<file path="config.mk">
export PLATFORM = sky130hd
export DESIGN_NAME = dram_strobe_decoder
export DESIGN_NICKNAME = d
export VERILOG_FILES = /design/src/rtl/dram_dec_pkg.sv /design/src/rtl/strobe_sync.sv /design/src/rtl/cell_array.sv /design/src/rtl/cycle_fsm.sv /design/src/rtl/dram_strobe_decoder.sv
export SDC_FILE = /design/constraint.sdc
export NUM_CORES = 1
export LEC_CHECK = 0
export BUFFER_PORTS_ARGS = -buffer_cell sky130_fd_sc_hd__buf_2
export CAP_MARGIN = 10
export CORE_ASPECT_RATIO = 1.1
export CORE_MARGIN = 4
export CORE_UTILIZATION = 55
export DETAILED_ROUTE_END_ITERATION = 6
export GPL_ROUTABILITY_DRIVEN = 0
export GPL_TIMING_DRIVEN = 0
export PLACE_DENSITY = 0.71
export SLEW_MARGIN = 20
export SYNTH_ARGS = -nofsm -noshare
export SYNTH_HDL_FRONTEND = slang
export SYNTH_SLANG_ARGS = --single-unit
</file>
<file path="constraint.sdc">
create_clock -name clk -period 5.79 [get_ports clk]
set_clock_uncertainty 0.05 [all_clocks]
set_input_delay 0.2895 -clock clk [delete_from_list [all_inputs] [get_ports clk]]
set_output_delay 0.2895 -clock clk [all_outputs]
set_load 0.005 [all_outputs]
</file>
<file path="src/rtl/dram_dec_pkg.sv">
package dram_dec_pkg;

  typedef enum logic [2:0] {
    EVT_NONE   = 3'd0,
    EVT_READ   = 3'd1,
    EVT_EWRITE = 3'd2,
    EVT_RMW    = 3'd3,
    EVT_ROWREF = 3'd4,
    EVT_CNTREF = 3'd5,
    EVT_HIDDEN = 3'd6
  } evt_kind_t;

  typedef enum logic [2:0] {
    ST_IDLE,
    ST_ROW,
    ST_RD,
    ST_WR,
    ST_HOLD,
    ST_REF
  } dec_state_t;

endpackage

</file>
<file path="src/rtl/strobe_sync.sv">
module strobe_sync #(
  parameter int W = 8
) (
  input  logic         clk,
  input  logic         rst,
  input  logic [W-1:0] d,
  output logic [W-1:0] q,
  output logic [W-1:0] q_prev
);

  logic [W-1:0] stage1;

  // two sampling stages plus one older copy for edge ordering
  always_ff @(posedge clk) begin
    if (rst) begin
      stage1 <= '0;
      q      <= '0;
      q_prev <= '0;
    end else begin
      stage1 <= d;
      q      <= stage1;
      q_prev <= q;
    end
  end

endmodule

</file>
<file path="src/rtl/cell_array.sv">
module cell_array #(
  parameter int AW = 8,
  parameter int DW = 4
) (
  input  logic          clk,
  input  logic          rst,
  input  logic          wr_en,
  input  logic [AW-1:0] wr_addr,
  input  logic [DW-1:0] wr_data,
  input  logic          rd_en,
  input  logic [AW-1:0] rd_addr,
  output logic [DW-1:0] rd_data
);

  localparam int DEPTH = 1 << AW;

  logic [DW-1:0] mem [DEPTH];

  always_ff @(posedge clk) begin
    if (wr_en) mem[wr_addr] <= wr_data;
    if (rd_en) rd_data <= mem[rd_addr];
  end

  p_port_excl_r2: assert property (@(posedge clk) disable iff (rst)
    !(wr_en && rd_en));

endmodule

</file>
<file path="src/rtl/cycle_fsm.sv">
module cycle_fsm
  import dram_dec_pkg::*;
#(
  parameter int ADDR_W = 4,
  parameter int DQ_W   = 4,
  parameter int REF_W  = 12
) (
  input  logic                clk,
  input  logic                rst,
  input  logic                ras,
  input  logic                cas,
  input  logic                cas_prev,
  input  logic                we,
  input  logic [ADDR_W-1:0]   addr,
  input  logic [DQ_W-1:0]     din,
  output logic                wr_en,
  output logic [2*ADDR_W-1:0] wr_addr,
  output logic [DQ_W-1:0]     wr_data,
  output logic                rd_en,
  output logic [2*ADDR_W-1:0] rd_addr,
  output logic                evt_valid,
  output logic [2:0]          evt_kind,
  output logic [REF_W-1:0]    evt_row
);

  localparam int PAD_W = REF_W - ADDR_W;

  dec_state_t         st;
  logic [ADDR_W-1:0]  row_q;
  logic [ADDR_W-1:0]  col_q;
  logic               col_seen;
  logic [REF_W-1:0]   ref_cnt;
  logic [REF_W-1:0]   row_ext;

  assign row_ext = {{PAD_W{1'b0}}, row_q};

  always_ff @(posedge clk) begin
    evt_valid <= 1'b0;
    wr_en     <= 1'b0;
    rd_en     <= 1'b0;
    if (rst) begin
      st       <= ST_IDLE;
      row_q    <= '0;
      col_q    <= '0;
      col_seen <= 1'b0;
      ref_cnt  <= '0;
      evt_kind <= EVT_NONE;
      evt_row  <= '0;
    end else begin
      case (st)
        ST_IDLE: if (ras) begin
          if (cas_prev) begin
            evt_valid <= 1'b1;
            evt_kind  <= EVT_CNTREF;
            evt_row   <= ref_cnt;
            ref_cnt   <= ref_cnt + 1'b1;
            st        <= ST_REF;
          end else begin
            row_q    <= addr;
            col_seen <= 1'b0;
            st       <= ST_ROW;
          end
        end
        ST_ROW: begin
          if (!ras) begin
            if (!col_seen) begin
              evt_valid <= 1'b1;
              evt_kind  <= EVT_ROWREF;
              evt_row   <= row_ext;
            end
            st <= ST_IDLE;
          end else if (cas) begin
            col_seen <= 1'b1;
            col_q    <= addr;
            if (we) begin
              wr_en     <= 1'b1;
              wr_addr   <= {row_q, addr};
              wr_data   <= din;
              evt_valid <= 1'b1;
              evt_kind  <= EVT_EWRITE;
              evt_row   <= row_ext;
              st        <= ST_WR;
            end else begin
              rd_en   <= 1'b1;
              rd_addr <= {row_q, addr};
              st      <= ST_RD;
            end
          end
        end
        ST_RD: begin
          if (we) begin
            wr_en     <= 1'b1;
            wr_addr   <= {row_q, col_q};
            wr_data   <= din;
            evt_valid <= 1'b1;
            evt_kind  <= EVT_RMW;
            evt_row   <= row_ext;
            st        <= ST_WR;
          end else if (!cas || !ras) begin
            evt_valid <= 1'b1;
            evt_kind  <= EVT_READ;
            evt_row   <= row_ext;
            if (ras)      st <= ST_ROW;
            else if (cas) st <= ST_HOLD;
            else          st <= ST_IDLE;
          end
        end
        ST_WR: begin
          if (!ras)      st <= cas ? ST_HOLD : ST_IDLE;
          else if (!cas) st <= ST_ROW;
        end
        ST_HOLD: begin
          if (ras) begin
            evt_valid <= 1'b1;
            evt_kind  <= EVT_HIDDEN;
            evt_row   <= ref_cnt;
            ref_cnt   <= ref_cnt + 1'b1;
            st        <= ST_REF;
          end else if (!cas) begin
            st <= ST_IDLE;
          end
        end
        ST_REF: if (!ras) st <= cas ? ST_HOLD : ST_IDLE;
        default: st <= ST_IDLE;
      endcase
    end
  end

  // a refresh event reports the value the counter held before its step
  p_cnt_step_r6: assert property (@(posedge clk) disable iff (rst)
    (evt_valid && (evt_kind == EVT_CNTREF || evt_kind == EVT_HIDDEN))
      |-> (REF_W'(evt_row + 1'b1) == ref_cnt));

endmodule

</file>
<file path="src/rtl/dram_strobe_decoder.sv">
module dram_strobe_decoder
  import dram_dec_pkg::*;
#(
  parameter int ADDR_W = 4,
  parameter int DQ_W   = 4,
  parameter int REF_W  = 12
) (
  input  logic              clk,
  input  logic              rst,
  input  logic              ras_n,
  input  logic              cas_n,
  input  logic              we_n,
  input  logic              oe_n,
  input  logic [ADDR_W-1:0] addr,
  input  logic [DQ_W-1:0]   dq_in,
  output logic [DQ_W-1:0]   dq_out,
  output logic              dq_oe,
  output logic              evt_valid,
  output logic [2:0]        evt_kind,
  output logic [REF_W-1:0]  evt_row
);

  localparam int AW     = 2 * ADDR_W;
  localparam int SYNC_W = 4 + ADDR_W + DQ_W;

  logic [SYNC_W-1:0] raw_vec, s_vec, p_vec;
  logic              ras_s, cas_s, we_s, oe_s, cas_p;
  logic [ADDR_W-1:0] addr_s;
  logic [DQ_W-1:0]   din_s;

  logic              wr_en, rd_en, rd_pend;
  logic [AW-1:0]     wr_addr, rd_addr;
  logic [DQ_W-1:0]   wr_data, rd_data;
  logic              held, held_nx, rel_out;

  // strobes converted to active-high before sampling
  assign raw_vec = {~ras_n, ~cas_n, ~we_n, ~oe_n, addr, dq_in};

  strobe_sync #(.W(SYNC_W)) u_sync (
    .clk(clk), .rst(rst), .d(raw_vec), .q(s_vec), .q_prev(p_vec)
  );

  assign ras_s  = s_vec[SYNC_W-1];
  assign cas_s  = s_vec[SYNC_W-2];
  assign we_s   = s_vec[SYNC_W-3];
  assign oe_s   = s_vec[SYNC_W-4];
  assign addr_s = s_vec[ADDR_W+DQ_W-1:DQ_W];
  assign din_s  = s_vec[DQ_W-1:0];
  assign cas_p  = p_vec[SYNC_W-2];

  cycle_fsm #(.ADDR_W(ADDR_W), .DQ_W(DQ_W), .REF_W(REF_W)) u_fsm (
    .clk(clk), .rst(rst), .ras(ras_s), .cas(cas_s), .cas_prev(cas_p),
    .we(we_s), .addr(addr_s), .din(din_s),
    .wr_en(wr_en), .wr_addr(wr_addr), .wr_data(wr_data),
    .rd_en(rd_en), .rd_addr(rd_addr),
    .evt_valid(evt_valid), .evt_kind(evt_kind), .evt_row(evt_row)
  );

  cell_array #(.AW(AW), .DW(DQ_W)) u_array (
    .clk(clk), .rst(rst), .wr_en(wr_en), .wr_addr(wr_addr), .wr_data(wr_data),
    .rd_en(rd_en), .rd_addr(rd_addr), .rd_data(rd_data)
  );

  // output hold: kept across strobe changes until a release condition
  assign rel_out = (!ras_s && !cas_s) || we_s;

  always_comb begin
    held_nx = held;
    if (rel_out)      held_nx = 1'b0;
    else if (rd_pend) held_nx = 1'b1;
  end

  always_ff @(posedge clk) begin
    if (rst) begin
      rd_pend <= 1'b0;
      held    <= 1'b0;
      dq_oe   <= 1'b0;
      dq_out  <= '0;
    end else begin
      rd_pend <= rd_en;
      held    <= held_nx;
      dq_oe   <= held_nx && oe_s && !we_s;
      if (rd_pend) dq_out <= rd_data;
    end
  end

  p_we_release_r8: assert property (@(posedge clk) disable iff (rst)
    we_s |=> !dq_oe);
  p_oe_release_r8: assert property (@(posedge clk) disable iff (rst)
    !oe_s |=> !dq_oe);
  p_idle_release_r8: assert property (@(posedge clk) disable iff (rst)
    (!ras_s && !cas_s) |=> !dq_oe);
  p_ewrite_open_r3: assert property (@(posedge clk) disable iff (rst)
    (evt_valid && evt_kind == EVT_EWRITE) |-> !dq_oe);
  p_rowref_open_r5: assert property (@(posedge clk) disable iff (rst)
    (evt_valid && evt_kind == EVT_ROWREF) |-> !dq_oe);

endmodule

</file>
==> results of run 1 <==
logic make-up (layout without fill, tap and decap cells):
family                   after synthesis  count (layout)  synth area share [%]
buffers and inverters                167             464                  1.81
XOR/XNOR                              13              13                 0.258
adder cells (fa/ha/maj)                1               1                0.0283
AND/OR/NAND/NOR                      582             582                  5.72
multiplexers                         332             332                  13.8
other                                  0               3                     0
AO/OA/AOI/OAI                        241             241                  3.70
flip-flops                          1122            1122                  74.7
metrics by stage:
stage / area [um^2] / hold slack, ns / instances / power, mW / util, %
after floorplan: 44100 / 0.306 / 2458 / 8.95 / -
after global placement: 45600 / 0.337 / 3536 / 8.96 / 57.6
after detailed placement: 46600 / 0.339 / 3587 / 8.96 / 58.8
after CTS: 50200 / 0.0694 / 3800 / 15.7 / 63.4
after global routing: 50200 / 0.147 / 3801 / 16.1 / 63.4
final: 50200 / 0.0980 / 3803 / 15.7 / 63.4
power breakdown:
group / leakage (nW) / switching, mW / total [mW] / internal, mW
Clock: 1.68 / 2.92 / 6.86 / 3.94
Combinational: 4.18 / 0.0335 / 0.0609 / 0.0275
Sequential: 9.97 / 0.00563 / 8.74 / 8.73
Total: 15.8 / 2.96 / 15.7 / 12.7
synthesized netlist by cell type, types with 19 or more instances:
| cell type | number | share of area, % |
|---|---|---|
| a211oi_1 | 29 | 0.49 |
| a21oi_1 | 76 | 0.86 |
| a22oi_1 | 56 | 0.95 |
| buf_2 | 30 | 0.34 |
| clkbuf_1 | 94 | 0.80 |
| dfxtp_1 | 74 | 3.4 |
| edfxtp_1 | 1048 | 71 |
| mux2i_1 | 102 | 2.3 |
| mux4_2 | 220 | 11 |
| nand2_1 | 73 | 0.62 |
| nand3_1 | 45 | 0.51 |
| nor2_1 | 347 | 3.0 |
| nor2b_1 | 42 | 0.60 |
| nor3_1 | 19 | 0.22 |
layer usage:
metal	up-vias	GRT usage, %
li1	10200	-
met1	12600	36.4
met2	1672	44.5
met3	422	6.70
met4	0	15.8
met5	-	0
flip-flops by register name, summed over array words and instances (netlist names):
name	cells
u_fsm.st	3
rd_pend	1
u_fsm.evt_kind	3
held	1
u_fsm.evt_valid	1
u_sync.stage1	12
u_sync.q_prev	1
u_fsm.wr_en	1
u_fsm.col_seen	1
u_fsm.evt_row	12
u_fsm.wr_data	4
u_fsm.rd_en	1
u_array.mem	1024
dq_out	4
u_fsm.wr_addr	8
u_array.rd_data	4
u_fsm.col_q	4
u_fsm.row_q	4
u_fsm.ref_cnt	12
u_fsm.rd_addr	8
u_sync.q	12
dq_oe	1
path summary, 6_finish.rpt:
kind | start | to | slack [ns] | cells after the start
setup reg to reg | u_fsm.rd_addr[1]$_DFFE_PP_ | u_array.rd_data[0]$_DFFE_PP_ | 1.18 | 9
hold / removal | rst | held$_SDFF_PP0_ | 0.1 | 2
hold reg to reg | u_sync.q[1]$_SDFF_PP0_ | u_fsm.wr_data[1]$_DFFE_PP_ | 0.35 | 0
setup / recovery | u_fsm.rd_addr[1]$_DFFE_PP_ | u_array.rd_data[0]$_DFFE_PP_ | 1.18 | 9
cell type report:
type | count | area [um^2]
buffer | 161 | 798
multi-input combinational | 1169 | 10400
antenna | 3 | 7.51
tap | 1045 | 1310
timing repair buffer | 103 | 1310
clock buffer | 130 | 2780
inverter | 6 | 22.5
sequential | 1122 | 33000
clock inverter | 64 | 634
fill | 5478 | 29000
==> impl_metrics.json, run 1 <==
{
  "tritoncts": "done",
  "ctsHoldBuffers": 19,
  "grt_max_degree": 29,
  "cts_sinks": 1122,
  "fin_ws_ns": 1.18,
  "layout_commonest_cell": "edfxtp_1",
  "seq_area_frac_synth_pct": 74.7,
  "worstPathCellList": "buf_2, buf_4, buf_2, clkbuf_1, mux4_2, a22oi_1, nand4_1, a211oi_1, o211ai_1",
  "ys_async_sr_fraction_pct": 0,
  "post_cts_buffers": 0,
  "yosysWarnings": 0,
  "clk_latency_ns": 0.67,
  "max_stage_delay_ns": 0.79,
  "synth.cell_area_um2": 44100,
  "avgSynthCellArea_um2": 18.0,
  "dieArea_um2": 84800,
  "cts_resized": 0,
  "wl_per_cell_um": 31.5,
  "first_pass_iters": 7,
  "synth_edf_count": 1048,
  "grt-ovfl-total": 0,
  "area_growth_pct": 13.8,
  "core_area_um2": 79200,
  "met2_length_um": 56600,
  "wirelength_um": 120000,
  "drtAntennaViolNets": 0,
  "cp_slowest_cell": "a211oi_1",
  "vdd.ir_drop.worst_uv": 279,
  "io_buffers": 33,
  "cts_buffers": 103,
  "die_y_um": 305,
  "root_buffer": "clkbuf_16",
  "grt_pass1_vias": 25000,
  "p_per_area_nw_per_um2": 312,
  "met3WireLength_um": 13000,
  "die_x_um": 278,
  "slew_headroom_pct": 18.3,
  "drive_gt1_share_pct": 19.7,
  "start_util_pct": 55.7,
  "drt_iter0_drc": 3739,
  "grt.total_usage_pct": 28.2,
  "fmax_mhz": 217,
  "grt_setup_unrepaired": "no",
  "crit_path_end_kind": "flip-flop",
  "synth_ff_type": "edfxtp_1",
  "cp_max_fo": 10,
  "fp-row-count": 108,
  "cp-start-kind": "flip-flop",
  "cts.clk_slew.worst_paths_ns": 0.06,
  "routed-via-count": 24900,
  "finalCritPeriodShare_pct": 79.5,
  "cap_violations": 0,
  "ios": 35,
  "remaining_drc_errors": 33,
  "synth_seq_cells": 1122,
  "antenna_found_initial": 3,
  "finalHoldViolCount": 0,
  "finalSetupViolCount": 0,
  "min_path_type": "input pin to flip-flop",
  "nNetsFinal": 2681,
  "min_period_ns": 4.61,
  "place_ws_ns": 1.38,
  "netlist_instances": 2458,
  "dp_hpwl_um": 84200,
  "synth.distinct_cells": 57,
  "totalNegativeSetupSlack_ns": 0,
  "cpMostUsedCell": "buf_2",
  "worst_pin_slew_ns": 1.23,
  "layout_common_cells": "1048 x edfxtp_1, 347 x nor2_1, 220 x mux4_2, 106 x clkbuf_16, 102 x mux2i_1",
  "critical_path_class": "flip-flop to flip-flop",
  "grt_pass1_wl_um": 173000,
  "h-tree-depth": 3,
  "violations": "DRC",
  "path_delay_family": "buffers and inverters",
  "crit_arrival_ns": 4.84,
  "highest_layer": "met4",
  "outcome": "finished with violations",
  "cts.path.max_buffers": 3,
  "crit_buf_inv": 4,
  "drt-vias-per-instance": 6.55,
  "syn_nets": 2473,
  "critical_path_required_ns": 6.03,
  "wl_met1_um": 42000,
  "drv_slew": 0,
  "p_leak_nw": 15.8
}
No activity file was read; power rests on OpenSTA's default activity.
==> run 2, diff against run 1 <==
- PLACE_DENSITY: 0.71 -> 0.73
- clock period: 5.79 -> 4.1 ns (I/O delays scaled with it)
==> run 2 against run 1 <==
  * Die area unchanged
  * The flow finishes with violations (DRC, setup timing)
  * Final cell count decreased by 0.11%
  * Cell area increased by 0.11%
  * Utilization increased by 0.071 points
  * Clock power increased by 41%
  * Total power increased by 41%
  * Wire length decreased by 0.45%
  * Largest cell class unchanged
  * Hold slack got worse by 0.063 ns
  * Non-clock buffer count increased by 1
  * Highest routed layer is now met5
  * Setup slack got worse by 1.3 ns
  * Fmax increased by 9.3%
==> impl_metrics.json, run 2 (synthesis results as in run 1) <==
{
  "grt_max_degree": 29,
  "worstHoldStart": "rst",
  "antenna_found_initial": 5,
  "drt-vias-per-instance": 6.55,
  "clkPwrFrac_pct": 43.8,
  "crit_buf_inv": 2,
  "worstPathCellList": "clkinv_1, clkbuf_1, a21oi_1, a21boi_0, nor4_1, o221ai_1",
  "power_switching_mw": 4.23,
  "worst_pin_slew_ns": 1.17,
  "pwr-share-seq_pct": 55.8,
  "crit_arrival_ns": 4.45,
  "drtAntennaViolNets": 0,
  "min_period_ns": 4.21,
  "die_x_um": 278,
  "h-tree-depth": 3,
  "place_ws_ns": -0.171,
  "path_delay_family": "buffers and inverters",
  "fin_ws_ns": -0.114,
  "cp_max_fo": 17,
  "drive_gt1_share_pct": 20.4,
  "area_growth_pct": 13.9,
  "routed-via-count": 24900,
  "nNetsFinal": 2681,
  "cp-start-kind": "flip-flop",
  "core_area_um2": 79200,
  "cap_violations": 0,
  "p_leak_nw": 15.9,
  "grt_setup_unrepaired": "no",
  "root_buffer": "clkbuf_16",
  "clk_latency_ns": 0.67,
  "fmax_mhz": 237,
  "grt_pass1_vias": 25200,
  "drv_slew": 0,
  "tritoncts": "done",
  "finalHoldViolCount": 0,
  "grt-ovfl-total": 0,
  "dp_hpwl_um": 84100,
  "p_sw_share_pct": 19.1,
  "critical_path_class": "flip-flop to flip-flop",
  "cp_slowest_cell": "clkinv_1",
  "critical_path_required_ns": 4.33,
  "ios": 35,
  "fp-row-count": 108,
  "wl_per_cell_um": 31.4,
  "layout_common_cells": "1048 x edfxtp_1, 347 x nor2_1, 220 x mux4_2, 104 x clkbuf_16, 102 x mux2i_1",
  "cts.path.max_buffers": 3,
  "io_buffers": 33,
  "start_util_pct": 55.7,
  "first_pass_iters": 7,
  "finalSetupViolCount": 3,
  "slew_headroom_pct": 22.3,
  "grt_pass1_wl_um": 172000,
  "die_y_um": 305,
  "cts_buffers": 102,
  "finalCritPeriodShare_pct": 103,
  "crit_path_end_kind": "flip-flop",
  "crit_path_start": "u_fsm.rd_addr[3]$_DFFE_PP_",
  "max_stage_delay_ns": 0.93,
  "layout_commonest_cell": "edfxtp_1",
  "largest_register_ff_count": 1024,
  "top_register": "u_array.mem",
  "totalNegativeSetupSlack_ns": -0.224,
  "cts.clk_slew.worst_paths_ns": 0.06,
  "violations": "DRC, setup timing",
  "wirelength_um": 119000,
  "comb_power_share_pct": 0.4,
  "remaining_drc_errors": 1,
  "cts_sinks": 1122,
  "p_per_area_nw_per_um2": 440,
  "crit-reg2reg-launch": "u_fsm.rd_addr[3]$_DFFE_PP_",
  "drt_iter0_drc": 3686,
  "post_cts_buffers": 0,
  "grt.total_usage_pct": 28.1,
  "p_int_mw": 17.9,
  "vdd.ir_drop.worst_uv": 375,
  "min_path_type": "input pin to flip-flop",
  "outcome": "finished with violations",
  "dieArea_um2": 84800
}
-- run 2: per-stage QoR --
step	cell area, um^2	hold slack [ns]	cells	power, mW	utilization (%)
6_report	50300	0.0352	3799	22.1	63.5
5_1_grt	50300	0.0385	3798	22.7	63.5
4_1_cts	50200	0.00527	3799	22.2	63.5
3_5_place_dp	46600	0.310	3590	12.7	58.9
3_3_place_gp	45600	0.309	3536	12.7	57.6
2_1_floorplan	44100	0.222	2458	12.6	-
-- run 2: what timing repair did --
action                                  CTS  global route
resized for setup                         2            10
pin swaps                                 0             0
hold endpoints to repair                 17             0
endpoints found under the setup margin    4             4
gates cloned                              0             0
hold buffers                             19             0
-- run 2: worst reg2reg max path: stages, from the launching register on --
cell and delay (ns):
edfxtp_1 0.49, clkinv_1 0.93, clkbuf_1 0.74, a21oi_1 0.32, a21boi_0 0.13, nor4_1 0.71, o221ai_1 0.47
-- run 2: path summary, 6_finish.rpt --
path	slack (ns)	endpoint	cells past startpoint
max	-0.11	u_array.rd_data[2]$_DFFE_PP_	6
min	0.04	u_fsm.st[0]$_SDFFE_PP0P_	2
max reg2reg	-0.11	u_array.rd_data[2]$_DFFE_PP_	6
min reg2reg	0.36	u_fsm.wr_data[0]$_DFFE_PP_	0
-- run 2: area by class of cell --
| cell class | instances | area, um^2 |
|---|---|---|
| Tap cell | 1045 | 1310 |
| Clock inverter | 60 | 658 |
| Clock buffer | 131 | 2780 |
| Antenna cell | 1 | 2.50 |
| Inverter | 6 | 22.5 |
| Multi-Input combinational cell | 1169 | 10400 |
| Timing Repair Buffer | 106 | 1340 |
| Fill cell | 5384 | 28900 |
| Buffer | 159 | 798 |
| Sequential cell | 1122 | 33000 |
-- run 2: power by group through the flow --
stage	sequential (mW)	clock [mW]	combinational [mW]
3_5_place_dp	12.6	0	0.0717
4_1_cts	12.3	9.74	0.0862
6_report	12.3	9.70	0.0863
3_3_place_gp	12.6	0	0.0699
5_1_grt	12.3	10.3	0.0948
2_1_floorplan	12.6	0	0.0483
-- run 2: layer usage --
| metal | track usage, % | vias to the layer above | part of all wire, % |
|---|---|---|---|
| met5 | 0 | - | 0.028 |
| li1 | - | 10200 | - |
| met3 | 8.96 | 362 | 13 |
| met4 | 13.0 | 4 | 5.6 |
| met2 | 44.6 | 1741 | 47 |
| met1 | 35.6 | 12600 | 34 |
